## config.mk

```make
export PLATFORM = sky130hd
export DESIGN_NAME = ioport_regwin_bridge
export DESIGN_NICKNAME = d
export VERILOG_FILES = /design/src/rtl/iowin_pkg.sv /design/src/rtl/iowin_decode.sv /design/src/rtl/iowin_pointer.sv /design/src/rtl/iowin_return.sv /design/src/rtl/ioport_regwin_bridge.sv
export SDC_FILE = /design/constraint.sdc
export NUM_CORES = 1
export LEC_CHECK = 0
export BUFFER_PORTS_ARGS = -buffer_cell sky130_fd_sc_hd__buf_2
export CAP_MARGIN = 15
export CORE_MARGIN = 2
export CORE_UTILIZATION = 39
export DETAILED_ROUTE_END_ITERATION = 7
export GPL_ROUTABILITY_DRIVEN = 1
export PLACE_DENSITY = 0.86
export SYNTH_ARGS = -nofsm -noshare
export SYNTH_HDL_FRONTEND = slang
export SYNTH_SLANG_ARGS = --single-unit
```

## constraint.sdc

```tcl
create_clock -name clk -period 1.65 [get_ports clk]
set_clock_uncertainty 0.05 [all_clocks]
set_input_delay 0.0825 -clock clk [delete_from_list [all_inputs] [get_ports clk]]
set_output_delay 0.0825 -clock clk [all_outputs]
set_load 0.01 [all_outputs]
```

## src/rtl/iowin_pkg.sv

```systemverilog
package iowin_pkg;
  localparam int IO_AW    = 3;
  localparam int DW       = 32;
  localparam logic [IO_AW-1:0] OFS_PTR  = 3'd0;
  localparam logic [IO_AW-1:0] OFS_DATA = 3'd4;

  typedef enum logic [1:0] {
    WIN_NONE = 2'd0,
    WIN_PTR  = 2'd1,
    WIN_DATA = 2'd2
  } win_e;
endpackage

```

## src/rtl/iowin_decode.sv

```systemverilog
module iowin_decode
  import iowin_pkg::*;
(
  input  logic [IO_AW-1:0] addr,
  input  logic             wr,
  input  logic             rd,
  output win_e             win,
  output logic             do_wr,
  output logic             do_rd
);
  always_comb begin
    unique case (addr)
      OFS_PTR:  win = WIN_PTR;
      OFS_DATA: win = WIN_DATA;
      default:  win = WIN_NONE;
    endcase
    do_wr = wr && (win != WIN_NONE);
    do_rd = rd && !wr && (win != WIN_NONE);
  end
endmodule

```

## src/rtl/iowin_pointer.sv

```systemverilog
module iowin_pointer
  import iowin_pkg::*;
#(
  parameter int ADDR_W = 16
) (
  input  logic              clk,
  input  logic              rst_n,
  input  logic              load,
  input  logic [DW-1:0]     wdata,
  output logic [ADDR_W-1:0] ptr
);
  always_ff @(posedge clk) begin
    if (!rst_n)    ptr <= '0;
    else if (load) ptr <= {wdata[ADDR_W-1:2], 2'b00};
  end

  assert_ptr_stable_R6: assert property (@(posedge clk) disable iff (!rst_n)
    !load |=> $stable(ptr));
endmodule

```

## src/rtl/iowin_return.sv

```systemverilog
module iowin_return
  import iowin_pkg::*;
#(
  parameter int ADDR_W = 16
) (
  input  logic              clk,
  input  logic              rst_n,
  input  logic              rd_go,
  input  win_e              rd_win,
  input  logic [ADDR_W-1:0] ptr,
  input  logic [DW-1:0]     bus_rdata,
  output logic [DW-1:0]     rdata
);
  win_e              sel_q;
  logic [ADDR_W-1:0] ptr_cap;
  logic [DW-1:0]     ptr_ext;

  always_ff @(posedge clk) begin
    if (!rst_n) begin
      sel_q   <= WIN_NONE;
      ptr_cap <= '0;
    end else begin
      sel_q   <= rd_go ? rd_win : WIN_NONE;
      ptr_cap <= ptr;
    end
  end

  always_comb begin
    ptr_ext = '0;
    ptr_ext[ADDR_W-1:0] = ptr_cap;
    unique case (sel_q)
      WIN_PTR:  rdata = ptr_ext;
      WIN_DATA: rdata = bus_rdata;
      default:  rdata = '0;
    endcase
  end

  assert_idle_zero_R8: assert property (@(posedge clk) disable iff (!rst_n)
    !rd_go |=> (rdata == '0));
endmodule

```

## src/rtl/ioport_regwin_bridge.sv

```systemverilog
module ioport_regwin_bridge
  import iowin_pkg::*;
#(
  parameter int ADDR_W = 16
) (
  input  logic              clk,
  input  logic              rst_n,
  input  logic [2:0]        io_addr,
  input  logic              io_wr,
  input  logic              io_rd,
  input  logic [31:0]       io_wdata,
  output logic [31:0]       io_rdata,
  output logic [ADDR_W-1:0] reg_addr,
  output logic              reg_wr,
  output logic              reg_rd,
  output logic [31:0]       reg_wdata,
  input  logic [31:0]       reg_rdata
);
  win_e              win;
  logic              do_wr, do_rd;
  logic [ADDR_W-1:0] ptr;

  iowin_decode u_dec (
    .addr(io_addr), .wr(io_wr), .rd(io_rd),
    .win(win), .do_wr(do_wr), .do_rd(do_rd)
  );

  iowin_pointer #(.ADDR_W(ADDR_W)) u_ptr (
    .clk(clk), .rst_n(rst_n),
    .load(do_wr && win == WIN_PTR),
    .wdata(io_wdata), .ptr(ptr)
  );

  iowin_return #(.ADDR_W(ADDR_W)) u_ret (
    .clk(clk), .rst_n(rst_n),
    .rd_go(do_rd), .rd_win(win), .ptr(ptr),
    .bus_rdata(reg_rdata), .rdata(io_rdata)
  );

  assign reg_addr  = ptr;
  assign reg_wdata = io_wdata;
  assign reg_wr    = do_wr && win == WIN_DATA;
  assign reg_rd    = do_rd && win == WIN_DATA;

  assert_fwd_excl_R7: assert property (@(posedge clk) disable iff (!rst_n)
    !(reg_wr && reg_rd));
  assert_aligned_R2: assert property (@(posedge clk) disable iff (!rst_n)
    (reg_wr || reg_rd) |-> (reg_addr[1:0] == 2'b00));
  assert_unused_quiet_R6: assert property (@(posedge clk) disable iff (!rst_n)
    (io_addr[1:0] != 2'b00) |-> (!reg_wr && !reg_rd));
  assert_both_no_read_R7: assert property (@(posedge clk) disable iff (!rst_n)
    (io_wr && io_rd) |=> (io_rdata == 32'd0));
endmodule

```

After elaboration in Yosys (flattened, before gate mapping)
Index checks and enable logic that the tools add are counted.
{"block": "op_classes", "muxes": 2, "n_reduce_logical": 10, "n_eq_ne": 5}
{"op": "32-bit one-hot mux with 2 select lines", "count": 1}
{"op": "1-bit logical AND", "count": 6}
{"op": "2-bit by 1-bit == test with 1-bit output (second input constant)", "count": 2}
{"op": "2-bit == test (second input constant)", "count": 2}
{"op": "2-bit one-hot mux with 2 select lines", "count": 1}
{"op": "3-bit == test (second input constant)", "count": 1}
{"op": "3-bit zero test", "count": 1}
{"op": "2-bit AND reduction", "count": 1}
{"op": "2-bit nonzero test", "count": 1}
{"op": "1-bit zero test", "count": 1}
{"block": "word_totals", "regBits": 30, "in_bits": 71, "output_inout_bits": 82, "elab_cells": 20}

Logic depth before layout (Yosys ltp)
Gate-level depths: netlist of run 1.
{"block": "depth", "depth_word": 5, "depth_mapped": 5, "ltp_nobuf": 4}

By module
Synthesis of run 1 repeated with hierarchy kept, for this count alone.
{"block": "unflattened", "hier_cells": 183, "area_unflattened_um2": 1724.2}
{"mod": "iowin_return", "n_inst": 1, "seq_area_each_um2": 360.3, "cells_per_inst": 96, "area_per_inst_um2": 860.8}
{"mod": "iowin_pointer", "n_inst": 1, "seq_area_each_um2": 280.3, "cells_per_inst": 48, "area_per_inst_um2": 561.8}
{"mod": "ioport_regwin_bridge", "n_inst": 1, "seq_area_each_um2": 0.0, "cells_per_inst": 35, "area_per_inst_um2": 266.5}
{"mod": "iowin_decode", "n_inst": 1, "seq_area_each_um2": 0.0, "cells_per_inst": 4, "area_per_inst_um2": 35.0}

Worst setup path after synthesis of run 1
No wires, ideal clock.
{"block": "synth_timing", "kind": "reg-to-output", "from": "reg u_ret.sel_q[0]", "to": "out io_rdata[10]", "path_buffers": 1, "arrival_ns": 1.121, "stages_incl_launch_ff": 6, "t_required_ns": 1.517, "path_slack_ns": 0.397, "path_cell_list": "dfxtp_1 inv_1 ha_1 clkbuf_1 a22oi_1 nor2_1"}
{"block": "synth_between", "elab_chain_cells": 2, "word_cells_on_any_way": 3, "classes_between": "eq/ne: 2; mux: 1"}
{"item": "start, declared", "line_no": "iowin_return.sv:14", "source": "win_e sel_q;"}
{"item": "start signal, assigned", "line_no": "iowin_return.sv:23", "source": "sel_q <= rd_go ? rd_win : WIN_NONE;"}
{"item": "2-bit == test / 2-bit by 1-bit == test with 1-bit output (equally long branches)", "line_no": "iowin_return.sv:31", "source": "unique case (sel_q)"}
{"item": "32-bit one-hot mux with 2 select lines (*)", "line_no": "iowin_return.sv:31"}
{"item": "end, declared", "line_no": "ioport_regwin_bridge.sv:12", "source": "output logic [31:0] io_rdata,"}
Every way passes the cells marked *; elsewhere a longest branch is shown, timed or not.

Worst setup path after layout of run 1
{"block": "layout_timing", "from": "reg u_ret.sel_q[0]", "to": "out io_rdata[11]"}
The elaborated chain is that of the path after synthesis.

==> results of run 1 <==
[flip-flops by register name, indices dropped and copies added, names as in the netlist]
| signal | count |
|---|---|
| u_ret.ptr_cap | 14 |
| u_ptr.ptr | 14 |
| u_ret.sel_q | 2 |
[cell usage in the layout (no fill, tap or decap), types with 2 or more instances in the layout]
master	instances
mux2i_1	14
dlygate4sd3_1	2
nand2_1	28
dfxtp_1	30
and2_1	18
clkbuf_8	6
inv_1	17
nor2_1	16
ha_2	2
buf_2	114
a22oi_1	14
conb_1	2
[routing by layer]
| layer | GRT usage | vias to the layer above |
|---|---|---|
| met2 | 0.3156 | 81 |
| met4 | 0.06888 | 0 |
| met3 | 0.05833 | 5 |
| li1 | - | 718 |
| met1 | 0.1965 | 653 |
| met5 | 0 | - |
[stage by stage]
step,util,setup slack (ns)
6_report,0.5189,0.1042
5_1_grt,0.5189,0.006918
4_1_cts,0.5179,0.05798
3_5_place_dp,0.4875,0.2090
3_3_place_gp,0.4875,0.2421
2_1_floorplan,-,0.3968
[area by class of cell]
cell class                 instances  area share
multi-input combinational         99      0.3003
timing repair buffer             118      0.2997
sequential                        30      0.2936
clock buffer                       7     0.04220
inverter                          17     0.03119
tap                               50     0.03058
clock inverter                     1    0.002446
[logic make-up (layout without fill, tap and decap cells)]
group	count (synthesis)	in the layout
simple gates	67	67
buf+inv	60	143
flops	30	30
compound gates	14	14
mux	14	14
fa+ha+maj	2	2
other cells	1	2
[timing repair]
| item | in CTS | in global routing |
|---|---|---|
| hold endpoints to repair | 1 | 0 |
| hold buffers | 2 | 0 |
| endpoints found under the setup margin | 14 | 1 |
| gates resized for setup | 3 | 1 |
[path summary, 6_finish.rpt]
| kind | slack [ns] | start | endpoint |
|---|---|---|---|
| setup reg to reg | 0.96 | u_ptr.ptr[7]$_SDFFE_PN0P_ | u_ptr.ptr[7]$_SDFFE_PN0P_ |
| hold reg to reg | 0.40 | u_ptr.ptr[3]$_SDFFE_PN0P_ | u_ret.ptr_cap[3]$_SDFF_PN0_ |
| setup / recovery | 0.10 | u_ret.sel_q[0]$_SDFF_PN0_ | io_rdata[11] |
| hold / removal | 0.008 | io_wdata[2] | u_ptr.ptr[2]$_SDFFE_PN0P_ |
[synth_stat cells, drive strengths merged]
master	instances
buf	37
dfxtp	30
nand2	28
and2	18
inv	17
nor2	16
a22oi	14
mux2i	14
clkbuf	6
ha	2
conb	1
nand3b	1
nor3b	1
nor4	1
nor4b	1
or3b	1
[critical path: stages (launching register included)]
cell	delay [ns]
dfxtp_1	0.33
inv_1	0.05
ha_2	0.18
buf_8	0.16
a22oi_1	0.19
nor2_1	0.08
buf_2	0.15
[power by group]
part / total (mW) / leakage (nW) / internal, mW / switching [mW]
sequential: 0.741 / 0.242 / 0.737 / 0.00478
combinational: 0.169 / 0.872 / 0.0837 / 0.0857
clock: 0.595 / 0.0482 / 0.336 / 0.259
==> impl_metrics.toml, run 1 <==
[synth]
post_synth_inst_count = 188
synth.ff_latch_count = 30
synth_mux_area_frac = 0.08939
synth_xor_xnor_area_share = 0
post_synth_num_cell_types = 19
synth_top_cell_area_share = 0.3831
post_synth_fa_ha_maj_area_fraction = 0.01596
synth_area_leader_cell = "dfxtp_1"
synth.top_cells.by_area = "dfxtp_1 38%, buf_4 16%, mux2i_1 8.9%"
yosysWarningCount = 0
main_combinational_cell_family_by_area_after_synthesis = "buffers and inverters"
synth_compound_gate_area_share = 0.06704
synthesized_area_fraction_occupied_by_and_or_nand_nor_cells = 0.2115
syn-cell-area_sq_um = 1568
synth-seq-area-share = 0.3831
average_cell_area_after_synthesis_sq_um = 8.339

[cells_and_area]
drive_gt1_frac = 0.4669
final_net_count = 344
insertedDiodeCount = 0
fill_cells = 386
flow.area_growth_from_synthesis_pct = 30.49
final_area_sq_um = 2046
layoutNonFillerInstCount = 322
seq_area_sq_um = 600.6
multi_input_area_sq_um = 614.3

[setup_path]
timing.setup.critical_path_class = "reg -> out"
required_ns = 1.52
critical_path_arrival_ns = 1.41
worst_setup_path_end_kind = "output port"
setup.worst_path.start_class = "flip-flop"
worst_reg_to_reg_path_cell_count = 2
cp_max_fo = 32

[grt]
initial_antenna_violation_count = 0
globalRouteTotalUtil = 0.1782
grt_start_max_net_pins = 33
number_of_global_route_vias_before_repair = 1288
overall_overflow_remaining_after_global_route = 0
grt_first_pass_wirelength_microns = 5927

[power]
power.density_nw_per_um2 = 736.0
post-layout-total-power_mw = 1.506
p_leak_nw = 1.163
peakVddDrop_uv = 509.4

[detailed_routing]
wl_per_cell_microns = 12.83
dr.pass1.iters = 4
detail_route.vias_per_cell = 4.525
drc_errors = 0
wl_met2_microns = 2109
postRouteAntennaNets = 0
initialDrtViolationCount = 18
detailroute.wirelength.met3_microns = 416
detail_route.wirelength_microns = 4130
via_total_after_detailed_routing = 1457
maxUsedRoutingLayer = "met4"
wl_met1_microns = 1559

[clock_network]
cts_root_buffer = "clkbuf_8"
ctsLongestPathBuffers = 2
clock-sinks = 30
clkLatencyLatePin_ns = 0.27
cts_tree = "yes"
htree_levels = 2
cts-buffers-inserted = 5
worst_setup_hold_path_clk_slew_ns = 0.06
postCtsSetupRepairBufs = 0

[hold_path]
whs_path_depth = 3
min_path_type = "in -> reg"

[run_status]
outcome = "complete, no violations"

[timing]
final_min_period_over_clock_period = 0.9368
highest_attainable_clock_frequency_mhz = 646.9
finalMaxSlewViolations = 0
rsz_0062_raised_after_global_routing = "false"
setup_violations = 0
hold_viol_final = 0
worst_slew_pin_slew_ns = 0.5066
layout_min_cycle_time_ns = 1.546
setup_total_negative_slack_ns = 0
timing.max_slew.rel_slack = 0.6623
hold_slack_ns = 0.008431

[die]
die_width_microns = 67.40
chipHeight_microns = 67.40
fp.dieArea_sq_um = 4543
starting_density_of_the_core = 0.3977
std_cell_rows = 23
floorplan.core_area_sq_um = 3943
io_pins = 153

[place]
dp_cells = 312
hpwl_microns = 3242
portbufs = 114
finalWeightedCongestion = 0.6433
placed_instance_area_sq_um = 1922

[run]
max_cap_violations = 0
(Power assumes the default switching activity.)
==> inputs of run 2 (changes only) <==
--- a/config.mk
+++ b/config.mk
@@ -11,7 +11,7 @@
 export CORE_UTILIZATION = 39
 export DETAILED_ROUTE_END_ITERATION = 7
 export GPL_ROUTABILITY_DRIVEN = 1
-export PLACE_DENSITY = 0.86
+export PLACE_DENSITY = 0.92
 export SYNTH_ARGS = -nofsm -noshare
 export SYNTH_HDL_FRONTEND = slang
 export SYNTH_SLANG_ARGS = --single-unit
==> impl_metrics.toml, run 2 (synthesized netlist as in run 1, its figures left out) <==
[place]
portbufs = 114
finalWeightedCongestion = 0.6860
place_ws_ns = 0.2082
placed_instance_area_sq_um = 1922
hpwl_microns = 3150

[power]
internal_power_mw = 1.142
seq_power_share = 0.507
power.density_nw_per_um2 = 713.1
p_leak_nw = 1.161
share_comb_of_total_power = 0.115
peakVddDrop_uv = 585.8
pwr-share-clk = 0.378
netsw_uw = 321.8
post-layout-total-power_mw = 1.464
swShare = 0.2198

[clock_network]
clkLatencyLatePin_ns = 0.27
cts-buffers-inserted = 5
ctsLongestPathBuffers = 2
htree_levels = 2
clock-sinks = 30
cts_tree = "yes"
cts_root_buffer = "clkbuf_8"
worst_setup_hold_path_clk_slew_ns = 0.05

[setup_path]
crit_path_cell_trace = "inv_1 -> ha_2 -> nor2_1 -> buf_2"
setup.worst_path.start_class = "flip-flop"
timing.critical_path.depth = 4
required_ns = 1.52
critical-path-slowest-cell = "ha_2"
worst_setup_path_end_kind = "output port"
worst_reg_to_reg_path_cell_count = 2
timing.setup.critical_path_class = "reg -> out"
critical_path.max_stage_delay_ns = 0.51
critical_path_arrival_ns = 1.40
path_delay_family = "adder cells"
cp_max_fo = 14
crit_path_buffers_inverters = 2

[cells_and_area]
final_core_util = 0.5208
final_cell_mix = "114 x buf_2, 30 x dfxtp_1, 28 x nand2_1"
drive_gt1_frac = 0.4723
flow.area_growth_from_synthesis_pct = 30.97
final_common_cell = "buf_2"
final_net_count = 345
final_area_sq_um = 2053
largestRegisters = "u_ptr.ptr: 14 flops, u_ret.ptr_cap: 14 flops, u_ret.sel_q: 2 flops"
insertedDiodeCount = 0

[run_status]
outcome = "complete, no violations"

[detailed_routing]
wl_per_cell_microns = 12.30
via_total_after_detailed_routing = 1458
detail_route.vias_per_cell = 4.542
drc_errors = 0
dr.pass1.iters = 4
postRouteAntennaNets = 0
detail_route.wirelength_microns = 3947
initialDrtViolationCount = 31

[die]
starting_density_of_the_core = 0.3977
floorplan.core_area_sq_um = 3943
std_cell_rows = 23
die_width_microns = 67.40
fp.dieArea_sq_um = 4543
chipHeight_microns = 67.40
io_pins = 153

[timing]
timing.max_slew.rel_slack = 0.6653
highest_attainable_clock_frequency_mhz = 652.0
final_min_period_over_clock_period = 0.9296
rsz_0062_raised_after_global_routing = "true"
setup_violations = 0
worst_slew_pin_slew_ns = 0.5020
setup_ws_ns = 0.1162
hold_viol_final = 0
finalMaxSlewViolations = 0
hold_slack_ns = 0.01331
layout_min_cycle_time_ns = 1.534

[run]
max_cap_violations = 0

[grt]
grt_first_pass_wirelength_microns = 5492
overall_overflow_remaining_after_global_route = 0
grt_start_max_net_pins = 33
globalRouteTotalUtil = 0.1654
initial_antenna_violation_count = 0
number_of_global_route_vias_before_repair = 1221

[hold_path]
whs_path_depth = 3
min_path_type = "in -> reg"
-- run 2: what timing repair did --
action | CTS | global route
hold endpoints to repair | 1 | 1
buffers inserted | 0 | 0
hold buffers | 2 | 1
gates resized for setup | 2 | 3
setup endpoints to repair | 14 | 13
-- run 2: worst reg2reg max path, cell delays in order, from the launching register on --
cell and delay [ns]:
dfxtp_1 0.34, nand2_1 0.07, mux2i_1 0.15
-- run 2: power groups by stage --
stage / Clock, mW / Combinational (mW) / Sequential (mW)
after global placement: 0 / 0.161 / 0.757
after global routing: 0.612 / 0.186 / 0.743
after detailed placement: 0 / 0.165 / 0.758
final: 0.553 / 0.169 / 0.742
after CTS: 0.579 / 0.168 / 0.742
after floorplan: 0 / 0.132 / 0.761
-- run 2: final cells by class --
class / instances / area (sq um)
clock buffer: 6 / 82.58
fill: 382 / 1889
inverter: 17 / 63.81
multi-input combinational: 99 / 624.3
sequential: 30 / 600.6
tap: 50 / 62.56
timing repair buffer: 119 / 619.3
-- run 2: final timing paths --
path                         startpoint                           to  slack [ns]
min reg2reg   u_ptr.ptr[4]$_SDFFE_PN0P_  u_ret.ptr_cap[4]$_SDFF_PN0_        0.40
min                         io_wdata[5]    u_ptr.ptr[5]$_SDFFE_PN0P_        0.01
max           u_ret.sel_q[0]$_SDFF_PN0_                  io_rdata[9]        0.12
max reg2reg  u_ptr.ptr[10]$_SDFFE_PN0P_   u_ptr.ptr[10]$_SDFFE_PN0P_        0.97
-- run 2: per-stage QoR --
stage	cells	TNS, ns
floorplan	189	0
global placement	312	0
detailed placement	312	0
CTS	320	0
global route	321	-0.006882
finish	321	0
-- run 2: metal layers --
metal  track usage  share of wire  vias to the layer above
li1              -              -                      721
met1        0.1643           0.36                      634
met2        0.3168           0.52                       96
met3       0.05333           0.12                        7
met4       0.06122         0.0076                        0
met5             0              0                        -
